===== src/rtl/omega_pkg.sv =====
package omega_pkg;

    typedef enum logic {
        SW_STRAIGHT = 1'b0,
        SW_CROSS    = 1'b1
    } sw_mode_e;

    // Perfect-shuffle lane mapping: rotate the lane index left by one bit.
    function automatic int unsigned shuffle_idx(input int unsigned idx, input int unsigned nbits);
        int unsigned mask;
        mask = (32'd1 << nbits) - 32'd1;
        return ((idx << 1) | (idx >> (nbits - 1))) & mask;
    endfunction

endpackage


===== src/rtl/omega_switch.sv =====
module omega_switch
    import omega_pkg::*;
#(
    parameter int AW = 3
) (
    input  logic          a_vld,
    input  logic          a_bit,
    input  logic [AW-1:0] a_src,
    input  logic          b_vld,
    input  logic          b_bit,
    input  logic [AW-1:0] b_src,
    output sw_mode_e      mode_o,
    output logic          a_keep,
    output logic          b_keep
);

    logic clash;
    logic a_first;

    always_comb begin
        clash   = a_vld && b_vld && (a_bit == b_bit);
        a_first = (a_src < b_src);
        a_keep  = a_vld && !(clash && !a_first);
        b_keep  = b_vld && !(clash && a_first);
        if (a_keep) begin
            mode_o = a_bit ? SW_CROSS : SW_STRAIGHT;
        end else if (b_keep) begin
            mode_o = b_bit ? SW_STRAIGHT : SW_CROSS;
        end else begin
            mode_o = SW_STRAIGHT;
        end
    end

endmodule


===== src/rtl/omega_stage.sv =====
module omega_stage
    import omega_pkg::*;
#(
    parameter int P     = 8,
    parameter int AW    = 3,
    parameter int W     = 8,
    parameter int STAGE = 0
) (
    input  logic                 clk,
    input  logic                 rst_n,
    input  logic [P-1:0]         in_vld,
    input  logic [P-1:0][AW-1:0] in_dst,
    input  logic [P-1:0][AW-1:0] in_src,
    input  logic [P-1:0][W-1:0]  in_dat,
    input  logic [P-1:0]         in_blk,
    output logic [P-1:0]         out_vld,
    output logic [P-1:0][AW-1:0] out_dst,
    output logic [P-1:0][AW-1:0] out_src,
    output logic [P-1:0][W-1:0]  out_dat,
    output logic [P-1:0]         out_blk
);

    localparam int NSW = P / 2;
    localparam int SEL = AW - 1 - STAGE;

    typedef struct packed {
        logic [P-1:0]         vld;
        logic [P-1:0][AW-1:0] dst;
        logic [P-1:0][AW-1:0] src;
        logic [P-1:0][W-1:0]  dat;
        logic [P-1:0]         blk;
    } stage_t;

    logic [P-1:0]         sh_vld;
    logic [P-1:0][AW-1:0] sh_dst;
    logic [P-1:0][AW-1:0] sh_src;
    logic [P-1:0][W-1:0]  sh_dat;
    sw_mode_e             mode [NSW];
    logic [P-1:0]         keep;
    stage_t               st_d;
    stage_t               st_q;

    always_comb begin : shuffle
        logic [AW-1:0] pos;
        sh_vld = '0;
        sh_dst = '0;
        sh_src = '0;
        sh_dat = '0;
        for (int i = 0; i < P; i++) begin
            pos         = AW'(shuffle_idx(i, AW));
            sh_vld[pos] = in_vld[i];
            sh_dst[pos] = in_dst[i];
            sh_src[pos] = in_src[i];
            sh_dat[pos] = in_dat[i];
        end
    end

    for (genvar j = 0; j < NSW; j++) begin : g_sw
        omega_switch #(.AW(AW)) u_sw (
            .a_vld  (sh_vld[2*j]),
            .a_bit  (sh_dst[2*j][SEL]),
            .a_src  (sh_src[2*j]),
            .b_vld  (sh_vld[2*j+1]),
            .b_bit  (sh_dst[2*j+1][SEL]),
            .b_src  (sh_src[2*j+1]),
            .mode_o (mode[j]),
            .a_keep (keep[2*j]),
            .b_keep (keep[2*j+1])
        );
    end

    always_comb begin : next_state
        int up;
        int dn;
        st_d     = '0;
        st_d.blk = in_blk;
        for (int j = 0; j < NSW; j++) begin
            up = (mode[j] == SW_STRAIGHT) ? 2*j     : 2*j + 1;
            dn = (mode[j] == SW_STRAIGHT) ? 2*j + 1 : 2*j;
            st_d.vld[2*j]   = keep[up];
            st_d.dst[2*j]   = sh_dst[up];
            st_d.src[2*j]   = sh_src[up];
            st_d.dat[2*j]   = keep[up] ? sh_dat[up] : '0;
            st_d.vld[2*j+1] = keep[dn];
            st_d.dst[2*j+1] = sh_dst[dn];
            st_d.src[2*j+1] = sh_src[dn];
            st_d.dat[2*j+1] = keep[dn] ? sh_dat[dn] : '0;
        end
        for (int i = 0; i < P; i++) begin
            if (sh_vld[i] && !keep[i]) begin
                st_d.blk[sh_src[i]] = 1'b1;
            end
        end
    end

    always_ff @(posedge clk or negedge rst_n) begin
        if (!rst_n) begin
            st_q <= '0;
        end else begin
            st_q <= st_d;
        end
    end

    assign out_vld = st_q.vld;
    assign out_dst = st_q.dst;
    assign out_src = st_q.src;
    assign out_dat = st_q.dat;
    assign out_blk = st_q.blk;

endmodule


===== src/rtl/omega_network.sv =====
module omega_network #(
    parameter int P = 8,
    parameter int W = 8
) (
    input  logic                     clk,
    input  logic                     rst_n,
    input  logic [P-1:0]             in_valid,
    input  logic [P*$clog2(P)-1:0]   in_dest,
    input  logic [P*W-1:0]           in_data,
    output logic [P-1:0]             out_valid,
    output logic [P*W-1:0]           out_data,
    output logic [P-1:0]             out_blocked
);

    localparam int AW = $clog2(P);

    logic [P-1:0][AW-1:0]          dst0;
    logic [P-1:0][AW-1:0]          src0;
    logic [P-1:0][W-1:0]           dat0;

    logic [AW-1:0][P-1:0]          ch_vld;
    logic [AW-1:0][P-1:0][AW-1:0]  ch_dst;
    logic [AW-1:0][P-1:0][AW-1:0]  ch_src;
    logic [AW-1:0][P-1:0][W-1:0]   ch_dat;
    logic [AW-1:0][P-1:0]          ch_blk;

    assign dst0 = in_dest;
    assign dat0 = in_data;

    always_comb begin : label_sources
        for (int i = 0; i < P; i++) begin
            src0[i] = AW'(i);
        end
    end

    for (genvar k = 0; k < AW; k++) begin : g_stage
        logic [P-1:0]         i_vld;
        logic [P-1:0][AW-1:0] i_dst;
        logic [P-1:0][AW-1:0] i_src;
        logic [P-1:0][W-1:0]  i_dat;
        logic [P-1:0]         i_blk;

        if (k == 0) begin : g_head
            assign i_vld = in_valid;
            assign i_dst = dst0;
            assign i_src = src0;
            assign i_dat = dat0;
            assign i_blk = '0;
        end else begin : g_link
            assign i_vld = ch_vld[k-1];
            assign i_dst = ch_dst[k-1];
            assign i_src = ch_src[k-1];
            assign i_dat = ch_dat[k-1];
            assign i_blk = ch_blk[k-1];
        end

        omega_stage #(
            .P     (P),
            .AW    (AW),
            .W     (W),
            .STAGE (k)
        ) u_stage (
            .clk     (clk),
            .rst_n   (rst_n),
            .in_vld  (i_vld),
            .in_dst  (i_dst),
            .in_src  (i_src),
            .in_dat  (i_dat),
            .in_blk  (i_blk),
            .out_vld (ch_vld[k]),
            .out_dst (ch_dst[k]),
            .out_src (ch_src[k]),
            .out_dat (ch_dat[k]),
            .out_blk (ch_blk[k])
        );
    end

    assign out_valid   = ch_vld[AW-1];
    assign out_data    = ch_dat[AW-1];
    assign out_blocked = ch_blk[AW-1];

endmodule


===== config.mk =====
export PLATFORM = sky130hd
export DESIGN_NAME = omega_network
export DESIGN_NICKNAME = d
export VERILOG_FILES = /design/src/rtl/omega_pkg.sv /design/src/rtl/omega_switch.sv /design/src/rtl/omega_stage.sv /design/src/rtl/omega_network.sv
export SDC_FILE = /design/constraint.sdc
export NUM_CORES = 1
export LEC_CHECK = 0
export BUFFER_PORTS_ARGS = -buffer_cell sky130_fd_sc_hd__buf_4
export CORE_ASPECT_RATIO = 1.5
export CORE_MARGIN = 1.5
export CORE_UTILIZATION = 45
export CTS_BUF_LIST = sky130_fd_sc_hd__clkbuf_16
export CTS_CLUSTER_DIAMETER = 100
export DETAILED_ROUTE_END_ITERATION = 10
export PLACE_DENSITY = 0.65
export REMOVE_ABC_BUFFERS = 1
export SLEW_MARGIN = 20
export SYNTH_ARGS = -nofsm -noshare
export SYNTH_HDL_FRONTEND = slang
export SYNTH_SLANG_ARGS = --single-unit

===== constraint.sdc =====
create_clock -name clk -period 2.7 [get_ports clk]
set_input_delay 0.27 -clock clk [delete_from_list [all_inputs] [get_ports clk]]
set_output_delay 0.27 -clock clk [all_outputs]
set_load 0.01 [all_outputs]

==> out/results.txt <==
Ports: 178
Worst ir drop on vdd: 0.527 mV
Routed via count: 9111
Final hold violation count: 0
Synth Register Bits: 287
Net count reported at finish: 1462
Top delay family on crit path: buffers and inverters
Synth-to-layout area growth: 31.6%
Initial DRC count: 518
Delay of the slowest critical-path stage: 0.54 ns
Max_cap viols: 0
Syn Inst Count: 1049
Clock Latency Late Sink: 0.55 ns
Async set-reset flop share out of synthesis: 100%
Avg Cell Area, Syn: 11.4 µm²
Worst Skew: 0.0158 ns
Depth of the most critical reg-to-reg path: 8
DP Wirelength: 24400 µm
Pwr dens: 702 nW/µm²
Die Wd: 136 µm
Least-Margin Pin Slew: 1.09 ns
Startpoint types: primary input
RSZ-0062 raised after global routing: no
Clk slew on worst S/H paths: 0.07 ns
Finished Layout Cells: 1706
Status: finished clean
P_leak: 8.04 nW
Initial Util: 46.1%
Worst-path cell chain: dlygate4sd3_1, buf_4, nand2b_1, o21a_1, inv_1, nand2_1, nand2_1, dlygate4sd3_1
Wire per inst: 19.0 µm
Total Neg Setup Slack: 0 ns
First-pass GRT wire length: 50700 µm
I/O Buffers: 177
Worst endpoint data arrival time: 2.72 ns
Drt first pass iters: 5
Ys flop type: dfrtp_1
CP Max Fanout: 14
Die ar.: 27600 µm²
Number of diodes: 0
Root Driver: clkbuf_16
Yosys warns: 0
Period utilisation layout: 85.2%
Total track usage: 24.1%
Post-synth EDFFs: 0
DR DRC count: 0
Post-CTS sizing: 0
Pin count of the biggest net entering global routing: 82
Minimum clock period: 2.30 ns
HP Class: primary input to flop
Final setup violation count: 0
Rel. slew slack: 27.0%
Levels on crit path: 8
Sequential share of the synthesized area: 60.1%
Buf+Inv Stages, Crit Path: 4
Slowest CP cell: dlygate4sd3_1
RePlAce Congestion: 0.894
H-tree depth: 1
Endpoint class of the critical path: flop
Post-Route WL: 32500 µm
Layout cells sized above 1: 20.9%
Grt ovf: 0
Initial antenna violation count: 0
Vias in the first global route: 9403
Core ar.: 25900 µm²
Rows: 72
Hold slack final: 0.0130 ns
Synth unique cells: 58
Type of the worst setup path: primary input to flop
Placed Cells: 1547
TritonCTS Sinks: 287
Max Slew Vio Count: 0
Vias/cell: 5.34
Die Span Y: 203 µm
Hold Crit Depth: 2
Fmax: 0.434 GHz
Cell Area, Synth: 12000 µm²
Inserted Clock Buffers: 27
CTS tree: built
Req. time, crit path: 3.12 ns
Max Root-Sink Buffers: 3
Antenna-violating nets left: 0
==> report_power, final <==
part	leakage (nW)	switching, W	total (W)	internal [W]
sequential	3.75	0.000284	0.00500	0.00471
combinational	3.83	0.00114	0.00216	0.00102
clock	0.461	0.00166	0.00389	0.00223
total	8.04	0.00308	0.0110	0.00796
==> worst paths after layout <==
path | endpoint | from | slack (ns)
worst max register to register | g_stage[1].u_stage.out_dat[58] | g_stage[0].u_stage.out_src[23] | 0.42
worst max-delay path | g_stage[0].u_stage.out_dst[6] | in_valid[5] | 0.40
worst min-delay path | g_stage[0].u_stage.out_dat[51] | in_data[59] | 0.01
worst min register to register | g_stage[2].u_stage.out_blk[5] | g_stage[1].u_stage.out_blk[5] | 0.45
min in group asynchronous | g_stage[0].u_stage.out_dst[1] | rst_n | 0.28
max in group asynchronous | g_stage[0].u_stage.out_dat[4] | rst_n | 1.53
==> area by class of cell <==
class	instances	area [µm²]
Fill cell	2055	10200
Sequential cell	287	7180
Multi-Input combinational cell	667	4330
Timing Repair Buffer	313	2680
Clock buffer	27	676
Tap cell	333	417
Clock inverter	23	238
Inverter	56	210
==> synthesized netlist by cell type (14+ instances only) <==
cell	count	area, µm²
nor2_1	122	458
a22oi_1	14	105
dfrtp_1	287	7180
a21oi_1	40	200
mux2i_1	88	881
o22ai_1	17	106
clkbuf_1	17	63.8
o221a_2	21	236
nand2b_1	14	87.6
inv_1	56	210
a22o_1	32	280
nand2_1	139	522
==> routing by layer <==
| layer | global-route usage, % | vias up | routed length, µm |
|---|---|---|---|
| li1 | - | 4246 | - |
| met1 | 27.5 | 4480 | 12100 |
| met2 | 44.0 | 297 | 17300 |
| met3 | 2.97 | 88 | 1510 |
| met4 | 11.6 | 0 | 1630 |
| met5 | 0 | - | 0 |
==> cells by family after synthesis <==
| family | Yosys count | share of synthesized area, % |
|---|---|---|
| flops | 287 | 60.1 |
| simple gates | 341 | 12.5 |
| buf+inv | 95 | 3.68 |
| xor+xnor | 12 | 0.879 |
| fa+ha+maj | 12 | 1.26 |
| other cells | 1 | 0.0314 |
| compound gates | 202 | 13.2 |
| mux | 99 | 8.40 |
==> placed cells by master (no fill, tap or decap), types with 5 or more instances in the layout <==
master	netlist	final
mux2i_1	88	88
o221a_2	21	21
a22oi_1	14	14
nand2_1	139	139
mux2_2	11	11
ha_1	12	12
a22o_1	32	32
o221ai_1	6	6
nand2b_1	14	14
a31oi_1	7	7
inv_1	56	61
buf_4	9	199
a21oi_1	40	40
nor2_1	122	122
and2_1	12	12
o21ai_1	6	6
dlygate4sd3_1	0	109
nand3_1	5	5
o21ai_0	10	10
nor3_1	8	8
nor4_1	6	6
nor2b_1	12	12
xnor2_1	9	9
o22ai_1	17	17
clkinv_2	0	5
dfrtp_1	287	287
nor4b_1	5	5
clkbuf_16	0	27
and3_1	10	10
==> flip-flops by register name (all words and copies together) (netlist names) <==
register / count
g_stage.u_stage.out_dat: 192
g_stage.u_stage.out_src: 27
g_stage.u_stage.out_dst: 24
g_stage.u_stage.out_vld: 24
g_stage.u_stage.out_blk: 20
==> stage by stage <==
| step | setup WS (ns) | power, W | cell area [µm²] | utilization [%] |
|---|---|---|---|---|
| 3_5_place_dp | 0.433 | 0.00710 | 13700 | 52.9 |
| 6_report | 0.398 | 0.0110 | 15700 | 60.6 |
| 4_1_cts | 0.400 | 0.0111 | 15700 | 60.6 |
| 5_1_grt | 0.200 | 0.0115 | 15700 | 60.6 |
| 2_1_floorplan | 0.301 | 0.00611 | 11700 | - |
| 3_3_place_gp | 0.506 | 0.00706 | 13700 | 52.9 |
==> timing repair <==
action | in CTS | in global routing
hold buffers | 109 | 0
endpoints found under the hold margin | 149 | 0
buffers inserted | 0 | 0
Note: power is estimated with default switching activity, not from simulation.
